**config.mk**
```make
export PLATFORM = sky130hd
export DESIGN_NAME = refclk_time_base
export DESIGN_NICKNAME = d
export VERILOG_FILES = /design/src/rtl/refclk_time_pkg.sv /design/src/rtl/refclk_slot_prescaler.sv /design/src/rtl/refclk_subsec_counter.sv /design/src/rtl/refclk_seconds_counter.sv /design/src/rtl/refclk_time_base.sv
export SDC_FILE = /design/constraint.sdc
export NUM_CORES = 1
export LEC_CHECK = 0
export BUFFER_PORTS_ARGS = -buffer_cell sky130_fd_sc_hd__buf_2
export CAP_MARGIN = 20
export CORE_MARGIN = 2
export CORE_UTILIZATION = 55
export DETAILED_ROUTE_END_ITERATION = 12
export PLACE_DENSITY_LB_ADDON = 0.15
export SYNTH_ARGS = -nofsm -noshare
export SYNTH_HDL_FRONTEND = slang
export SYNTH_HIERARCHICAL = 1
export SYNTH_SLANG_ARGS = --single-unit
```
**constraint.sdc**
```tcl
create_clock -name clk_ref -period 4.3 [get_ports clk_ref]
set_clock_uncertainty 0.1 [all_clocks]
set_input_delay 0.215 -clock clk_ref [delete_from_list [all_inputs] [get_ports clk_ref]]
set_output_delay 0.215 -clock clk_ref [all_outputs]
set_load 0.02 [all_outputs]
```
**src/rtl/refclk_time_pkg.sv**
```systemverilog
package refclk_time_pkg;

    // Per-edge advance event passed from the slot logic to the counters.
    typedef struct packed {
        logic step;   // a slot boundary: sub-second count moves
        logic wrap;   // the move rolls the sub-second count to zero
    } tb_event_t;

    // Number of step units in one second.
    function automatic int units_per_sec(input int ticks_per_sec, input int step_log2);
        return ticks_per_sec >> step_log2;
    endfunction

    // True when the ticks-per-second figure is a whole number of steps.
    function automatic bit step_aligned(input int ticks_per_sec, input int step_log2);
        return ((ticks_per_sec >> step_log2) << step_log2) == ticks_per_sec;
    endfunction

endpackage

```
**src/rtl/refclk_slot_prescaler.sv**
```systemverilog
module refclk_slot_prescaler #(
    parameter int STEP_LOG2 = 4
) (
    input  logic clk,
    input  logic rst,
    output logic slot_o
);
    generate
        if (STEP_LOG2 == 0) begin : g_every_cycle
            assign slot_o = 1'b1;
        end else begin : g_divided
            localparam int PW = STEP_LOG2;
            localparam logic [PW-1:0] LAST = {PW{1'b1}};
            logic [PW-1:0] phase_q;

            always_ff @(posedge clk) begin
                if (rst) phase_q <= '0;
                else     phase_q <= phase_q + PW'(1);
            end

            assign slot_o = (phase_q == LAST);

            AST_SLOT_SPACING: assert property (@(posedge clk) disable iff (rst)
                slot_o |=> !slot_o);
        end
    endgenerate
endmodule

```
**src/rtl/refclk_subsec_counter.sv**
```systemverilog
module refclk_subsec_counter
    import refclk_time_pkg::*;
#(
    parameter int TICKS_PER_SEC = 25_000_000,
    parameter int STEP_LOG2     = 4,
    parameter int SUB_W         = 32
) (
    input  logic             clk,
    input  logic             rst,
    input  logic             slot_i,
    output tb_event_t        evt_o,
    output logic [SUB_W-1:0] ticks_o
);
    localparam int UW     = SUB_W - STEP_LOG2;
    localparam int UNITS  = units_per_sec(TICKS_PER_SEC, STEP_LOG2);
    localparam logic [UW-1:0] LAST_U = UW'(UNITS - 1);
    localparam logic [SUB_W-1:0] LIMIT = SUB_W'(TICKS_PER_SEC);

    logic [UW-1:0] unit_q;

    assign evt_o.step = slot_i;
    assign evt_o.wrap = slot_i && (unit_q == LAST_U);

    always_ff @(posedge clk) begin
        if (rst)              unit_q <= '0;
        else if (evt_o.wrap)  unit_q <= '0;
        else if (evt_o.step)  unit_q <= unit_q + UW'(1);
    end

    generate
        if (STEP_LOG2 == 0) begin : g_full
            assign ticks_o = unit_q;
        end else begin : g_scaled
            assign ticks_o = {unit_q, {STEP_LOG2{1'b0}}};
        end
    endgenerate

    AST_BELOW_LIMIT: assert property (@(posedge clk) disable iff (rst)
        ticks_o < LIMIT);
    AST_WRAP_TO_ZERO: assert property (@(posedge clk) disable iff (rst)
        evt_o.wrap |=> (ticks_o == '0));
    AST_STEP_SIZE: assert property (@(posedge clk) disable iff (rst)
        (evt_o.step && !evt_o.wrap) |=> (ticks_o == $past(ticks_o) + SUB_W'(1 << STEP_LOG2)));
    AST_TICKS_HOLD: assert property (@(posedge clk) disable iff (rst)
        !evt_o.step |=> $stable(ticks_o));

    initial begin
        AST_CFG_ALIGNED: assert (step_aligned(TICKS_PER_SEC, STEP_LOG2));
    end
endmodule

```
**src/rtl/refclk_seconds_counter.sv**
```systemverilog
module refclk_seconds_counter #(
    parameter int SEC_W = 32
) (
    input  logic             clk,
    input  logic             rst,
    input  logic             inc_i,
    output logic [SEC_W-1:0] seconds_o
);
    logic [SEC_W-1:0] sec_q;

    always_ff @(posedge clk) begin
        if (rst)        sec_q <= '0;
        else if (inc_i) sec_q <= sec_q + SEC_W'(1);
    end

    assign seconds_o = sec_q;

    AST_SEC_ADVANCE: assert property (@(posedge clk) disable iff (rst)
        inc_i |=> (seconds_o == $past(seconds_o) + SEC_W'(1)));
    AST_SEC_ROLLOVER: assert property (@(posedge clk) disable iff (rst)
        (inc_i && (&seconds_o)) |=> (seconds_o == '0));
    AST_SEC_HOLD: assert property (@(posedge clk) disable iff (rst)
        !inc_i |=> $stable(seconds_o));
endmodule

```
**src/rtl/refclk_time_base.sv**
```systemverilog
module refclk_time_base
    import refclk_time_pkg::*;
#(
    parameter int TICKS_PER_SEC = 25_000_000,
    parameter int STEP_LOG2     = 4,
    parameter int SUB_W         = 32,
    parameter int SEC_W         = 32
) (
    input  logic             clk_ref,
    input  logic             rst_por,
    output logic [SEC_W-1:0] seconds_o,
    output logic [SUB_W-1:0] ticks_o
);
    logic      slot;
    tb_event_t evt;

    refclk_slot_prescaler #(.STEP_LOG2(STEP_LOG2)) u_pre (
        .clk    (clk_ref),
        .rst    (rst_por),
        .slot_o (slot)
    );

    refclk_subsec_counter #(
        .TICKS_PER_SEC (TICKS_PER_SEC),
        .STEP_LOG2     (STEP_LOG2),
        .SUB_W         (SUB_W)
    ) u_sub (
        .clk     (clk_ref),
        .rst     (rst_por),
        .slot_i  (slot),
        .evt_o   (evt),
        .ticks_o (ticks_o)
    );

    refclk_seconds_counter #(.SEC_W(SEC_W)) u_sec (
        .clk       (clk_ref),
        .rst       (rst_por),
        .inc_i     (evt.wrap),
        .seconds_o (seconds_o)
    );

    AST_RESET_CLEARS: assert property (@(posedge clk_ref)
        rst_por |=> (ticks_o == '0 && seconds_o == '0));
    AST_SEC_WITH_WRAP: assert property (@(posedge clk_ref) disable iff (rst_por)
        (seconds_o != $past(seconds_o)) |-> (ticks_o == '0));
endmodule

```
==> Yosys cells after proc, flatten, opt, wreduce, memory -nomap -nowiden <==
Cells that the tools add are included.
{ "totals": {"register_bits": 64, "in_bits": 2, "out_inout_bits": 64, "wordCells": 10} }
{ "classes": {"add_sub_neg": 3, "n_eq_ne": 2, "n_reduce_logical": 2} }
{ "ops": {"columns": ["operator", "n"], "rows": [
  ["$add A32 B1 Y32 const B", 1],
  ["$add A28 B1 Y28 const B", 1],
  ["$eq A28 B21 Y1 const B", 1],
  ["$add A4 B1 Y4 const B", 1],
  ["$eq A4 B4 Y1 const B", 1],
  ["$reduce_or A2 Y1", 1],
  ["$logic_and A1 B1 Y1", 1]
]} }

==> Longest topological paths before layout <==
{ "depth": {"depth_word": 3, "depth_mapped": 12, "ltp_nobuf": 9} }

==> Hierarchy <==
Netlist, hierarchy kept.
{ "modules_own_cells": {"columns": ["module", "n_inst", "cells_each", "area_each_um2", "seq_area_each_um2"], "rows": [
  ["refclk_seconds_counter", 1, 181, 1564.0, 640.6],
  ["refclk_subsec_counter", 1, 181, 1517.7, 560.5],
  ["refclk_slot_prescaler", 1, 14, 152.6, 80.1]
]} }

==> Least setup slack after synthesis <==
No wires, ideal clock.
{ "synth_path": {"path_kind": "reg-to-reg", "startpoint": "register u_sub.unit_q[20]", "endpoint": "register u_sec.sec_q[27], in the netlist u_sec/seconds_o[27]", "setup_time_ns": 0.121, "t_arrival_ns": 2.949, "required_ns": 4.079, "path_slack_ns": 1.130, "stages_incl_launch_ff": 10, "n_path_buf": 2, "synth_period_minus_slack_ns": 3.170, "cell_sequence": "dfxtp_1 or4b_1 or4_1 nor3_1 buf_2 and4_1 buf_2 nand4_1 nor3b_1 mux2_2"} }
{ "synth_rtl": {"columns": ["item", "line_no", "source"], "rows": [
  ["start: declaration", "refclk_subsec_counter.sv:19", "logic [UW-1:0] unit_q;"],
  ["start signal: assignment", "refclk_subsec_counter.sv:27", "else if (evt_o.step) unit_q <= unit_q + UW'(1);"],
  ["end signal: assignment", "refclk_seconds_counter.sv:13", "else if (inc_i) sec_q <= sec_q + SEC_W'(1);"],
  ["end: declaration", "refclk_seconds_counter.sv:9", "logic [SEC_W-1:0] sec_q;"]
]} }

==> metrics.md <==
| Metric | Value |
|---|---|
| Vias in the first global route | `between 2000 and 3000` |
| Gr usage total | `0.234` |
| CTS tree | `yes` |
| IO Count | `66` |
| Hold-fix buffers, CTS | `0` |
| Layout net count | `roughly 440` |
| First DRT Iteration DRCs | `around 170` |
| Status | `finished, final reports clean` |
| Area occupied by multi-input gates | `between 1500 and 2000 um^2` |
| Gpl congestion | `about 0.87` |
| Length in cells of the worst reg-to-reg path | `10` |
| Tot Pwr | `about 1.1 mW` |
| Routed wire length per instance | `approximately 14 um` |
| I/O Buffers | `61` |
| Max cap viols | `0` |
| Drt pass-1 iters | `4` |
| CP max stage delay | `approximately 0.48 ns` |
| Worst path arrival time | `about 3.6 ns` |
| Mapped cell area | `~3200 um^2` |
| Setup Buffers After CTS | `0` |
| Worst vdd ir | `between 0.2 and 0.25 mV` |
| Tmin final | `3.47 ns` |
| Max Slew Vio Count | `0` |
| Root buf cell | `clkbuf_8` |
| Fill cell count | `between 400 and 500` |
| Clock Sinks | `64` |
| Clk pin slew, worst setup/hold paths | `~0.07 ns` |
| Area grow syn2layout | `14.7%` |
| RSZ-0062 raised after global routing | `no` |
| Global route overflow | `0` |
| Commonest non-fill, non-tap cell in the layout | `dfxtp_1` |
| Ys Warns | `6` |
| Hold path depth | `4` |
| Critical Path Slowest Stage Cell | `or4_1` |
| Die span in y | `80.6 um` |
| Setup TNS | `0 ns` |
| DRC viols | `0` |
| Hold Crit Class | `in -> reg` |
| Die width | `approximately 81 um` |
| Worst-Skew Late Latency | `between 0.3 and 0.4 ns` |
| Commonest cells after routing, fill and taps aside | `dfxtp_1 (64), buf_2 (61), nor2_1 (61), nand2_1 (23), nand3_1 (22)` |
| Detail Placement HPWL | `between 5000 and 6000 um` |
| First-pass GRT wire length | `11800 um` |
| Initial core utilization | `0.579` |
| Die area | `roughly 6500 um^2` |
| Pwr Density | `299 nW/um^2` |
| CP Max Fanout | `9` |
| Largest net degree at the start of global routing | `60` |
| Most used cell, CP | `nor3_1` |
| Register Area | `approximately 1300 um^2` |
| CP Capture Type | `flop` |
| Core Rows | `27` |
| # H-tree levels | `3` |
| # diodes | `0` |
| Antenna violations before repair | `0` |
| Post-Synthesis Cells | `approximately 380` |
| Drt via density | `5.76` |
| Post-CTS sizing | `0` |
| CTS max path bufs | `2` |
| Relative max-transition margin | `0.456` |
| Final core utilization | `0.664` |
| CP required | `~4.4 ns` |
| Startpoint Class | `flop` |
| Worst Tran Pin Value | `just over 0.8 ns` |
| Final WL | `about 7400 um` |
| Vias | `about 2900` |
| Share of cells above drive strength 1 | `0.232` |
| Final hold vios | `0` |
| Crit-path cells | `ha_1 -> and3_2 -> nand2_1 -> or4_1 -> nor3_1 -> buf_4 -> and4_1 -> nand4_1 -> nor3_1 -> mux2_2` |
| Mean Syn Cell Area | `8.60 um^2` |
| Std-Cell Core Area | `about 5600 um^2` |
| Setup violators final | `0` |
| Fmax | `around 290 MHz` |
| CTS buffer count | `9` |
| Period utilization | `0.808` |
| Total leakage power | `~1.5 nW` |
| Type of the worst setup path | `reg -> reg` |
| Post-route ant nets | `0` |
## power by group
part / switching, mW / leakage, nW / internal, mW
Clock: 0.224 / 0.0899 / 0.221
Sequential: 0.0113 / 0.517 / 0.601
Combinational: 0.0335 / 0.870 / 0.0159
## worst max-delay path, delay by kind of cell, from the launching register on
kind | cells | cell delay, ns
AND/OR/NAND/NOR | 7 | 2.17
adder cells (fa/ha/maj) | 1 | 0.18
multiplexers | 1 | 0.36
flip-flops | 1 | 0.35
buffers and inverters | 1 | 0.18
## area by class of cell
type	count	area share
timing repair buffer	63	0.0866
inverter	7	0.00710
clock inverter	4	0.00541
sequential	64	0.346
multi-input combinational	289	0.491
tap	72	0.0243
clock buffer	12	0.0392
## routing by layer
metal	GRT usage	up-vias	wire length, um
li1	-	1450	-
met3	0.0472	17	487
met1	0.285	1369	3200
met5	0	-	0
met2	0.389	106	3520
met4	0.119	0	145
## sequential cells by signal, summed over array words and instances (netlist names)
name and flops:
u_pre/g_divided.phase_q 4, u_sec/seconds_o 32, u_sub/unit_q 28
## stage by stage
stage	instances	hold WS (ns)	setup WS [ns]	cell area (um^2)
floorplan	378	0.182	1.13	3240
finish	511	0.332	0.826	3700
CTS	511	0.314	0.855	3700
global placement	495	0.327	1.00	3530
global route	511	0.348	0.664	3700
detailed placement	495	0.340	0.892	3530
## worst paths after layout
| kind | startpoint | end | slack, ns |
|---|---|---|---|
| worst min register to register | u_pre/g_divided.phase_q[0] | u_pre/g_divided.phase_q[0] | 0.35 |
| worst min-delay path | rst_por | u_sub/unit_q[22] | 0.33 |
| worst max-delay path | u_pre/g_divided.phase_q[0] | u_sec/seconds_o[28] | 0.83 |
| worst max register to register | u_pre/g_divided.phase_q[0] | u_sec/seconds_o[28] | 0.83 |
(Power assumes the default switching activity.)
